===== src/rtl/kbc_seq_pkg.sv =====
package kbc_seq_pkg;
  localparam int unsigned CNT_W = 4;

  typedef struct packed {
    logic [CNT_W-1:0] n_par;
    logic [CNT_W-1:0] n_rsp;
    logic [7:0]       opcode;
  } cmd_word_t;

  typedef enum logic [2:0] {
    ST_IDLE,
    ST_REFUSE,
    ST_WAIT_WR,
    ST_PUT_CMD,
    ST_PUT_PAR,
    ST_WAIT_RD,
    ST_GET_RSP
  } seq_state_e;
endpackage


===== src/rtl/kbc_cmd_decode.sv =====
module kbc_cmd_decode
  import kbc_seq_pkg::*;
#(
  parameter logic [7:0] LOOP_OP = 8'hD3
) (
  input  logic [15:0]      cmd_word_i,
  input  logic             no_loop_i,
  output logic [7:0]       opcode_o,
  output logic [CNT_W-1:0] n_par_o,
  output logic [CNT_W-1:0] n_rsp_o,
  output logic             is_loop_o,
  output logic             refuse_o
);
  cmd_word_t w;
  assign w         = cmd_word_t'(cmd_word_i);
  assign opcode_o  = w.opcode;
  assign n_par_o   = w.n_par;
  assign n_rsp_o   = w.n_rsp;
  assign is_loop_o = (w.opcode == LOOP_OP);
  assign refuse_o  = is_loop_o && no_loop_i;
endmodule


===== src/rtl/kbc_poll_timer.sv =====
module kbc_poll_timer #(
  parameter int unsigned LIMIT = 10000
) (
  input  logic clk_i,
  input  logic rst_ni,
  input  logic clr_i,
  input  logic miss_i,
  output logic expire_o
);
  localparam int unsigned CW = $clog2(LIMIT + 1);

  logic [CW-1:0] cnt_q;

  // last permitted miss ends the wait
  assign expire_o = miss_i && (cnt_q == CW'(LIMIT - 1));

  always_ff @(posedge clk_i or negedge rst_ni) begin
    if (!rst_ni)                  cnt_q <= '0;
    else if (clr_i)               cnt_q <= '0;
    else if (miss_i && !expire_o) cnt_q <= cnt_q + 1'b1;
  end
endmodule


===== src/rtl/kbc_byte_buf.sv =====
module kbc_byte_buf #(
  parameter int unsigned SLOTS = 15,
  parameter int unsigned IDX_W = 4
) (
  input  logic               clk_i,
  input  logic               rst_ni,
  input  logic               load_i,
  input  logic [SLOTS*8-1:0] load_data_i,
  input  logic               wr_i,
  input  logic [IDX_W-1:0]   wr_idx_i,
  input  logic [7:0]         wr_data_i,
  input  logic [IDX_W-1:0]   rd_idx_i,
  output logic [7:0]         rd_data_o,
  output logic [SLOTS*8-1:0] flat_o
);
  logic [7:0] slot_q [SLOTS];

  for (genvar s = 0; s < SLOTS; s++) begin : g_slot
    always_ff @(posedge clk_i or negedge rst_ni) begin
      if (!rst_ni)                                 slot_q[s] <= '0;
      else if (load_i)                             slot_q[s] <= load_data_i[s*8 +: 8];
      else if (wr_i && (wr_idx_i == IDX_W'(s)))    slot_q[s] <= wr_data_i;
    end
    assign flat_o[s*8 +: 8] = slot_q[s];
  end

  always_comb begin
    rd_data_o = '0;
    for (int s = 0; s < SLOTS; s++) begin
      if (rd_idx_i == IDX_W'(s)) rd_data_o = slot_q[s];
    end
  end
endmodule


===== src/rtl/kbc_cmd_seq.sv =====
module kbc_cmd_seq
  import kbc_seq_pkg::*;
#(
  parameter int unsigned SLOTS         = 15,
  parameter int unsigned TIMEOUT_POLLS = 10000,
  parameter logic [7:0]  LOOP_OP       = 8'hD3,
  parameter int unsigned OBF_BIT       = 0,
  parameter int unsigned IBF_BIT       = 1,
  parameter int unsigned AUX_BIT       = 5
) (
  input  logic               clk_i,
  input  logic               rst_ni,
  input  logic               start_i,
  input  logic [15:0]        cmd_word_i,
  input  logic [SLOTS*8-1:0] param_i,
  input  logic               no_loop_i,
  input  logic               tick_i,
  input  logic [7:0]         stat_i,
  input  logic [7:0]         rdata_i,
  output logic               cmd_we_o,
  output logic               data_we_o,
  output logic [7:0]         wdata_o,
  output logic               data_rd_o,
  output logic [SLOTS*8-1:0] buf_o,
  output logic               busy_o,
  output logic               done_o,
  output logic               err_o
);
  localparam int unsigned IDX_W = CNT_W;

  seq_state_e       state_q;
  logic [7:0]       op_q;
  logic [CNT_W-1:0] npar_q, nrsp_q, idx_q;
  logic             loop_q, cmd_sent_q, done_q, err_q;

  logic [7:0]       dec_op;
  logic [CNT_W-1:0] dec_npar, dec_nrsp;
  logic             dec_loop, dec_refuse;

  kbc_cmd_decode #(.LOOP_OP(LOOP_OP)) u_dec (
    .cmd_word_i (cmd_word_i),
    .no_loop_i  (no_loop_i),
    .opcode_o   (dec_op),
    .n_par_o    (dec_npar),
    .n_rsp_o    (dec_nrsp),
    .is_loop_o  (dec_loop),
    .refuse_o   (dec_refuse)
  );

  logic in_wait, ready, poll, hit, miss, expire, aux_bad;
  assign in_wait = (state_q == ST_WAIT_WR) || (state_q == ST_WAIT_RD);
  assign ready   = (state_q == ST_WAIT_WR) ? !stat_i[IBF_BIT] : stat_i[OBF_BIT];
  assign poll    = in_wait && tick_i;
  assign hit     = poll && ready;
  assign miss    = poll && !ready;
  assign aux_bad = (state_q == ST_WAIT_RD) && loop_q && !stat_i[AUX_BIT];

  kbc_poll_timer #(.LIMIT(TIMEOUT_POLLS)) u_timer (
    .clk_i    (clk_i),
    .rst_ni   (rst_ni),
    .clr_i    (!in_wait),
    .miss_i   (miss),
    .expire_o (expire)
  );

  logic             accept;
  logic [7:0]       buf_rd_byte;
  logic [CNT_W:0]   nxt_idx;
  logic             more_par, more_rsp, has_rsp;

  assign accept   = (state_q == ST_IDLE) && start_i;
  assign nxt_idx  = {1'b0, idx_q} + 1'b1;
  assign has_rsp  = (nrsp_q != '0);
  assign more_par = (state_q == ST_PUT_CMD) ? (npar_q != '0)
                                            : (nxt_idx < {1'b0, npar_q});
  assign more_rsp = nxt_idx < {1'b0, nrsp_q};

  kbc_byte_buf #(.SLOTS(SLOTS), .IDX_W(IDX_W)) u_buf (
    .clk_i       (clk_i),
    .rst_ni      (rst_ni),
    .load_i      (accept),
    .load_data_i (param_i),
    .wr_i        (state_q == ST_GET_RSP),
    .wr_idx_i    (idx_q),
    .wr_data_i   (rdata_i),
    .rd_idx_i    (idx_q),
    .rd_data_o   (buf_rd_byte),
    .flat_o      (buf_o)
  );

  always_ff @(posedge clk_i or negedge rst_ni) begin
    if (!rst_ni) begin
      state_q    <= ST_IDLE;
      op_q       <= '0;
      npar_q     <= '0;
      nrsp_q     <= '0;
      idx_q      <= '0;
      loop_q     <= 1'b0;
      cmd_sent_q <= 1'b0;
      done_q     <= 1'b0;
      err_q      <= 1'b0;
    end else begin
      done_q <= 1'b0;
      err_q  <= 1'b0;
      unique case (state_q)
        ST_IDLE: if (start_i) begin
          op_q       <= dec_op;
          npar_q     <= dec_npar;
          nrsp_q     <= dec_nrsp;
          loop_q     <= dec_loop;
          idx_q      <= '0;
          cmd_sent_q <= 1'b0;
          state_q    <= dec_refuse ? ST_REFUSE : ST_WAIT_WR;
        end
        ST_REFUSE: begin
          state_q <= ST_IDLE;
          err_q   <= 1'b1;
        end
        ST_WAIT_WR: begin
          if (hit)         state_q <= cmd_sent_q ? ST_PUT_PAR : ST_PUT_CMD;
          else if (expire) begin
            state_q <= ST_IDLE;
            err_q   <= 1'b1;
          end
        end
        ST_PUT_CMD, ST_PUT_PAR: begin
          cmd_sent_q <= 1'b1;
          if (more_par) begin
            state_q <= ST_WAIT_WR;
            idx_q   <= (state_q == ST_PUT_CMD) ? '0 : nxt_idx[CNT_W-1:0];
          end else if (has_rsp) begin
            state_q <= ST_WAIT_RD;
            idx_q   <= '0;
          end else begin
            state_q <= ST_IDLE;
            done_q  <= 1'b1;
          end
        end
        ST_WAIT_RD: begin
          if (hit) begin
            if (aux_bad) begin
              state_q <= ST_IDLE;
              err_q   <= 1'b1;
            end else begin
              state_q <= ST_GET_RSP;
            end
          end else if (expire) begin
            state_q <= ST_IDLE;
            err_q   <= 1'b1;
          end
        end
        ST_GET_RSP: begin
          if (more_rsp) begin
            state_q <= ST_WAIT_RD;
            idx_q   <= nxt_idx[CNT_W-1:0];
          end else begin
            state_q <= ST_IDLE;
            done_q  <= 1'b1;
          end
        end
        default: state_q <= ST_IDLE;
      endcase
    end
  end

  assign cmd_we_o  = (state_q == ST_PUT_CMD);
  assign data_we_o = (state_q == ST_PUT_PAR);
  assign data_rd_o = (state_q == ST_GET_RSP);
  assign wdata_o   = cmd_we_o ? op_q : (data_we_o ? buf_rd_byte : 8'h00);
  assign busy_o    = (state_q != ST_IDLE);
  assign done_o    = done_q;
  assign err_o     = err_q;
endmodule


===== config.mk =====
export PLATFORM = sky130hd
export DESIGN_NAME = kbc_cmd_seq
export DESIGN_NICKNAME = d
export VERILOG_FILES = /design/src/rtl/kbc_seq_pkg.sv /design/src/rtl/kbc_cmd_decode.sv /design/src/rtl/kbc_poll_timer.sv /design/src/rtl/kbc_byte_buf.sv /design/src/rtl/kbc_cmd_seq.sv
export SDC_FILE = /design/constraint.sdc
export NUM_CORES = 1
export LEC_CHECK = 0
export BUFFER_PORTS_ARGS = -buffer_cell sky130_fd_sc_hd__buf_2
export CORE_ASPECT_RATIO = 1.1
export CORE_UTILIZATION = 51
export DETAILED_ROUTE_END_ITERATION = 7
export GPL_ROUTABILITY_DRIVEN = 0
export PLACE_DENSITY = 0.81
export SLEW_MARGIN = 20
export SYNTH_ARGS = -nofsm -noshare
export SYNTH_HDL_FRONTEND = slang
export SYNTH_SLANG_ARGS = --single-unit

===== constraint.sdc =====
create_clock -name clk_i -period 3.3 [get_ports clk_i]
set_clock_uncertainty 0.1 [all_clocks]
set_input_delay 0.66 -clock clk_i [delete_from_list [all_inputs] [get_ports clk_i]]
set_output_delay 0.66 -clock clk_i [all_outputs]
set_load 0.05 [all_outputs]

# After elaboration in Yosys (flattened, before gate mapping)
# Cells that the tools add are included.
# op_classes
addsub	2
n_lt_le_gt_ge	2
n_eq_ne	26
mux	79
reduce_logical	55
# op_table
op	count
$mux 8	47
$reduce_bool 2->1	16
$eq 4x4->1 const B	7
$mux 14	2
$mux 3	9
$logic_and 1x1->1	24
$mux 4	5
$eq 4x3->1 const B	4
$pmux 3 s5	1
$add 14x1->14 const B	1
$eq 14x14->1 const B	1
$pmux 4 s3	1
$lt 5x4->1	2
$mux 1	10
$eq 3x3->1 const B	3
$eq 4x2->1 const B	2
$eq 8x8->1 const B	1
$reduce_bool 4->1	2
$eq 3x2->1 const B	2
$reduce_bool 3->1	2
$add 4x1->5 const B	1
$eq 4x1->1 const B	1
$logic_not 1->1	4
$logic_not 4->1	1
12 further kinds	15
# totals
register_bits	161
input_bits	157
out_inout_bits	134

# Logic depth before layout (Yosys ltp)
# logic_depth
ltp_word	18
ltp_mapped	11
mapped_depth_nobuf	9

# Modules after synthesis
# Synthesis repeated with hierarchy kept, for this count alone.
# hier_totals
hier_cells	1034
hier_area_um2	9764.4
# by_module_without_submodules
mod	n_inst	cells_per_inst	area_each_um2
kbc_byte_buf	1	769	7166.9
kbc_cmd_seq	1	168	1650.3
kbc_poll_timer	1	75	772.0
kbc_cmd_decode	1	22	175.2

# Worst setup path before layout
# No wires, ideal clock.
# synth_path
kind	flip-flop to output port
startpoint	register idx_q[0]
endpoint	output port wdata_o[6]
arrival_time_ns	2.595
slack_ns	-0.055
path_stages_with_launch	10
path_buffers	3
path_cell_list	dfrtp_1 ha_1 buf_2 inv_1 buf_2 buf_1 o22ai_1 a221oi_1 nand2_1 o211ai_1
# synth_between
elab_chain_len	18
# synth_rtl
element	line_no	text
from (decl)	kbc_cmd_seq.sv:33	logic [CNT_W-1:0] npar_q, nrsp_q, idx_q;
from (signal assigned)	kbc_cmd_seq.sv:130	idx_q <= (state_q == ST_PUT_CMD) ? '0 : nxt_idx[CNT_W-1:0];
from (signal assigned)	kbc_cmd_seq.sv:155	idx_q <= nxt_idx[CNT_W-1:0];
$logic_not 4->1	kbc_byte_buf.sv:30	if (rd_idx_i == IDX_W'(s)) rd_data_o = slot_q[s];
$mux 8 (14 in series)	kbc_byte_buf.sv:30	
$mux 8 *	kbc_byte_buf.sv:30	
$mux 8 * (2 in series)	kbc_cmd_seq.sv:169	assign wdata_o = cmd_we_o ? op_q : (data_we_o ? buf_rd_byte : 8'h00);
to (decl)	kbc_cmd_seq.sv:22	output logic [7:0] wdata_o,
# Every way passes the cells marked *; elsewhere a longest branch is shown, timed or not.

# Worst setup path after layout
# layout_path
startpoint	register idx_q[0]
endpoint	output port wdata_o[0]
# Same word-level chain as after synthesis.

==> results.py <==
metrics = {
    "timing": {
        "hold_viol_final": 0,
        "post-route-min-period_ps": 3330,
        "setup_viol": 1,
        "slew_viol_final": 0,
        "fmax_ghz": 0.301,
        "worstMarginPinSlew_ps": 1090,
        "timing.final.crit_share_pct": 101,
        "relSlewSlack_pct": 27.1,
        "setup_slack_ps": -26.2,
        "holdWs_ps": 113,
        "rsz0062_at_grt": "true",
    },
    "place": {
        "portBuffers": 285,
        "hpwl_um": 22000,
        "dp_slack_ps": 165,
        "place_inst": 1454,
    },
    "run_status": {
        "violations": "setup timing",
        "status": "complete, but fails checks",
    },
    "clock_network": {
        "htreeDepth": 4,
        "clock-root-buffer": "clkbuf_16",
        "clk_path_buf_depth": 2,
        "cts_made_buffers": 17,
        "insertion_delay_ps": 440,
        "clock-sinks": 161,
        "tritoncts": "built",
        "clk_pin_slew_ps": 70,
    },
    "floorplanning": {
        "core_area_mm2": 0.0164,
        "die_h_um": 138,
        "fp-row-count": 49,
        "initial_core_util_pct": 52.4,
        "die_area_mm2": 0.0174,
        "die_width_um": 126,
        "ios": 291,
    },
    "yosys": {
        "postSynthAreaPerCell_um2": 8.62,
        "synthDistinctLibCells": 61,
        "synth_seq_area_share_pct": 46.8,
        "synth_edf_count": 0,
        "synth-seq-cells": 161,
        "synthFlopType": "dfrtp_1",
        "yosysWarnings": 0,
        "synth_cells": 999,
        "syn_area_mm2": 0.00861,
        "syn_nets": 1167,
        "synthArstFlopShare_pct": 100,
    },
    "route": {
        "wl_um": 30700,
        "via_count": 9076,
        "dr.pass1.iters": 6,
        "detail_route.wl_per_cell_um": 20.6,
        "drc_errors": 0,
        "viasPerCell": 6.09,
        "first_iter_violations": 959,
        "postRouteAntennaNets": 0,
    },
    "worst_setup_path": {
        "worstPathArrival_ps": 2570,
        "reg2reg_to": "idx_q[2]",
        "crit_fanout": 18,
        "required_ps": 2540,
        "r2r_start": "idx_q[1]",
        "regToRegSetupSlack_ps": 390,
        "end_kind": "primary output",
        "startpoint_type": "flop",
        "reg2reg_depth": 9,
        "crit_type": "reg -> out",
    },
    "pwr": {
        "power.density_mw_per_mm2": 1150,
        "total_power_mw": 13.3,
        "max-vdd-ir-drop_mv": 0.873,
        "p_leak_nw": 5.16,
    },
    "cells_and_area": {
        "drive_gt1_share_pct": 33.4,
        "mostFrequentLayoutCell": "buf_2",
        "fillers": 1295,
        "nets": 1441,
        "finalNonFillerCells": 1491,
        "syn_to_final_growth_pct": 33.4,
        "most-common-layout-cells": "buf_2, dfrtp_1, nand2_1, a21oi_1, nor2_1",
        "final_core_util_pct": 69.9,
    },
    "grt": {
        "grt_pass1_vias": 8658,
        "grt_pass1_wl_um": 47500,
        "antenna_found_initial": 1,
        "grt_max_degree": 120,
        "grt_usage_pct": 35.4,
        "grt_remaining_overflow": 0,
    },
    "min_path": {
        "hold_class": "in -> async",
    },
    "run": {
        "drv_cap": 0,
    },
}
[how the worst max path moves through the flow]
stage / from / to / slack [ps] / cells after the start
finish: idx_q[0] / wdata_o[0] / -30 / 9
global route: idx_q[1] / wdata_o[7] / -50 / 7
CTS: idx_q[0] / wdata_o[2] / 0.9 / 8
detailed placement: idx_q[0] / wdata_o[4] / 170 / 7
global placement: idx_q[0] / wdata_o[5] / 270 / 7
floorplan: idx_q[0] / wdata_o[6] / 40 / 9
[logic make-up (layout without fill, tap and decap cells)]
group	after synthesis	in the layout	share of synthesized area, %
xor gates and xnor gates	15	15	1.53
and+or+nand+nor	323	324	16.7
other	0	1	0
buffers and inverters	92	378	4.29
muxes	39	39	4.53
DFF	161	161	46.8
AOI/OAI and AO/OA	358	358	24.5
adders and majority gates	11	11	1.60
[sequential cells by signal, indices dropped and copies added, names as in the netlist]
name,count
u_buf.flat_o,120
u_timer.cnt_q,14
op_q,8
idx_q,4
npar_q,4
nrsp_q,4
state_q,3
cmd_sent_q,1
done_o,1
err_o,1
loop_q,1
[synthesized netlist by cell type (3+ instances only)]
cell type    n  share of area, %
o21ai_0     94               5.5
ha_1        11               1.6
buf_2       16              0.93
dfrtp_1    161                47
a31oi_1      5              0.36
a22oi_1     23               2.0
nor2_1      92               4.0
o31ai_1      4              0.35
a21oi_1    150               8.7
inv_1       21              0.92
buf_1        6              0.26
or4_1        4              0.35
o21ai_1      5              0.29
mux2i_1     39               4.5
a22o_1       7              0.71
and3_1       4              0.29
clkbuf_1    48               2.1
o221ai_1     8              0.81
nor2b_1      5              0.36
a21boi_0     3              0.26
xnor2_1      9              0.92
a221o_1      7              0.81
xor2_1       6              0.61
nand2_1    151               6.6
o211ai_1     8              0.70
a221oi_1     9              0.92
nor3_1       9              0.52
o22ai_1     17               1.2
nand3_1     18               1.0
and2_1      12              0.87
o2111ai_1    7              0.71
[stage by stage]
| step | cell area (µm²) | setup TNS [ps] |
|---|---|---|
| after global routing | 11500 | -207 |
| after floorplan | 8610 | 0 |
| final | 11500 | -26.2 |
| after global placement | 10300 | 0 |
| after detailed placement | 10300 | 0 |
| after CTS | 11300 | 0 |
[what timing repair did]
| item | CTS | global route |
|---|---|---|
| endpoints found under the setup margin | 8 | 8 |
| setup buffers | 1 | 1 |
| pin swaps | 18 | 20 |
| hold buffers | 0 | 0 |
| cloned | 2 | 0 |
| resized for setup | 75 | 36 |
[layer usage]
layer | GRT usage [%] | vias to the layer above | wire [µm]
li1 | - | 4116 | -
met1 | 47.2 | 4306 | 12100
met2 | 55.2 | 565 | 14500
met3 | 7.89 | 89 | 2960
met4 | 16.7 | 0 | 1180
met5 | 0 | - | 0
[critical path: stages, from the launching register on]
cell       delay (ps)
dfrtp_2           450
buf_4             160
ha_4              180
buf_12            170
a22oi_2           190
o21ai_1           110
nand2_1           140
o2111ai_4         140
a221o_1           410
buf_6             170
[layout make-up]
cell class / count / area [µm²] / share of cell area [%]
antenna: 1 / 2.50 / 0.0218
clock buffer: 18 / 439 / 3.82
clock inverter: 14 / 170 / 1.48
inverter: 21 / 85.1 / 0.741
multi-input combinational: 747 / 4660 / 40.6
sequential: 161 / 4030 / 35.1
tap: 204 / 255 / 2.22
timing repair buffer: 325 / 1840 / 16.0
[power by group]
part	internal (mW)	switching (mW)
clock network	1.16	0.914
registers	2.83	0.989
logic	2.03	5.33
total	6.03	7.23
No activity file was read; power rests on OpenSTA's default activity.
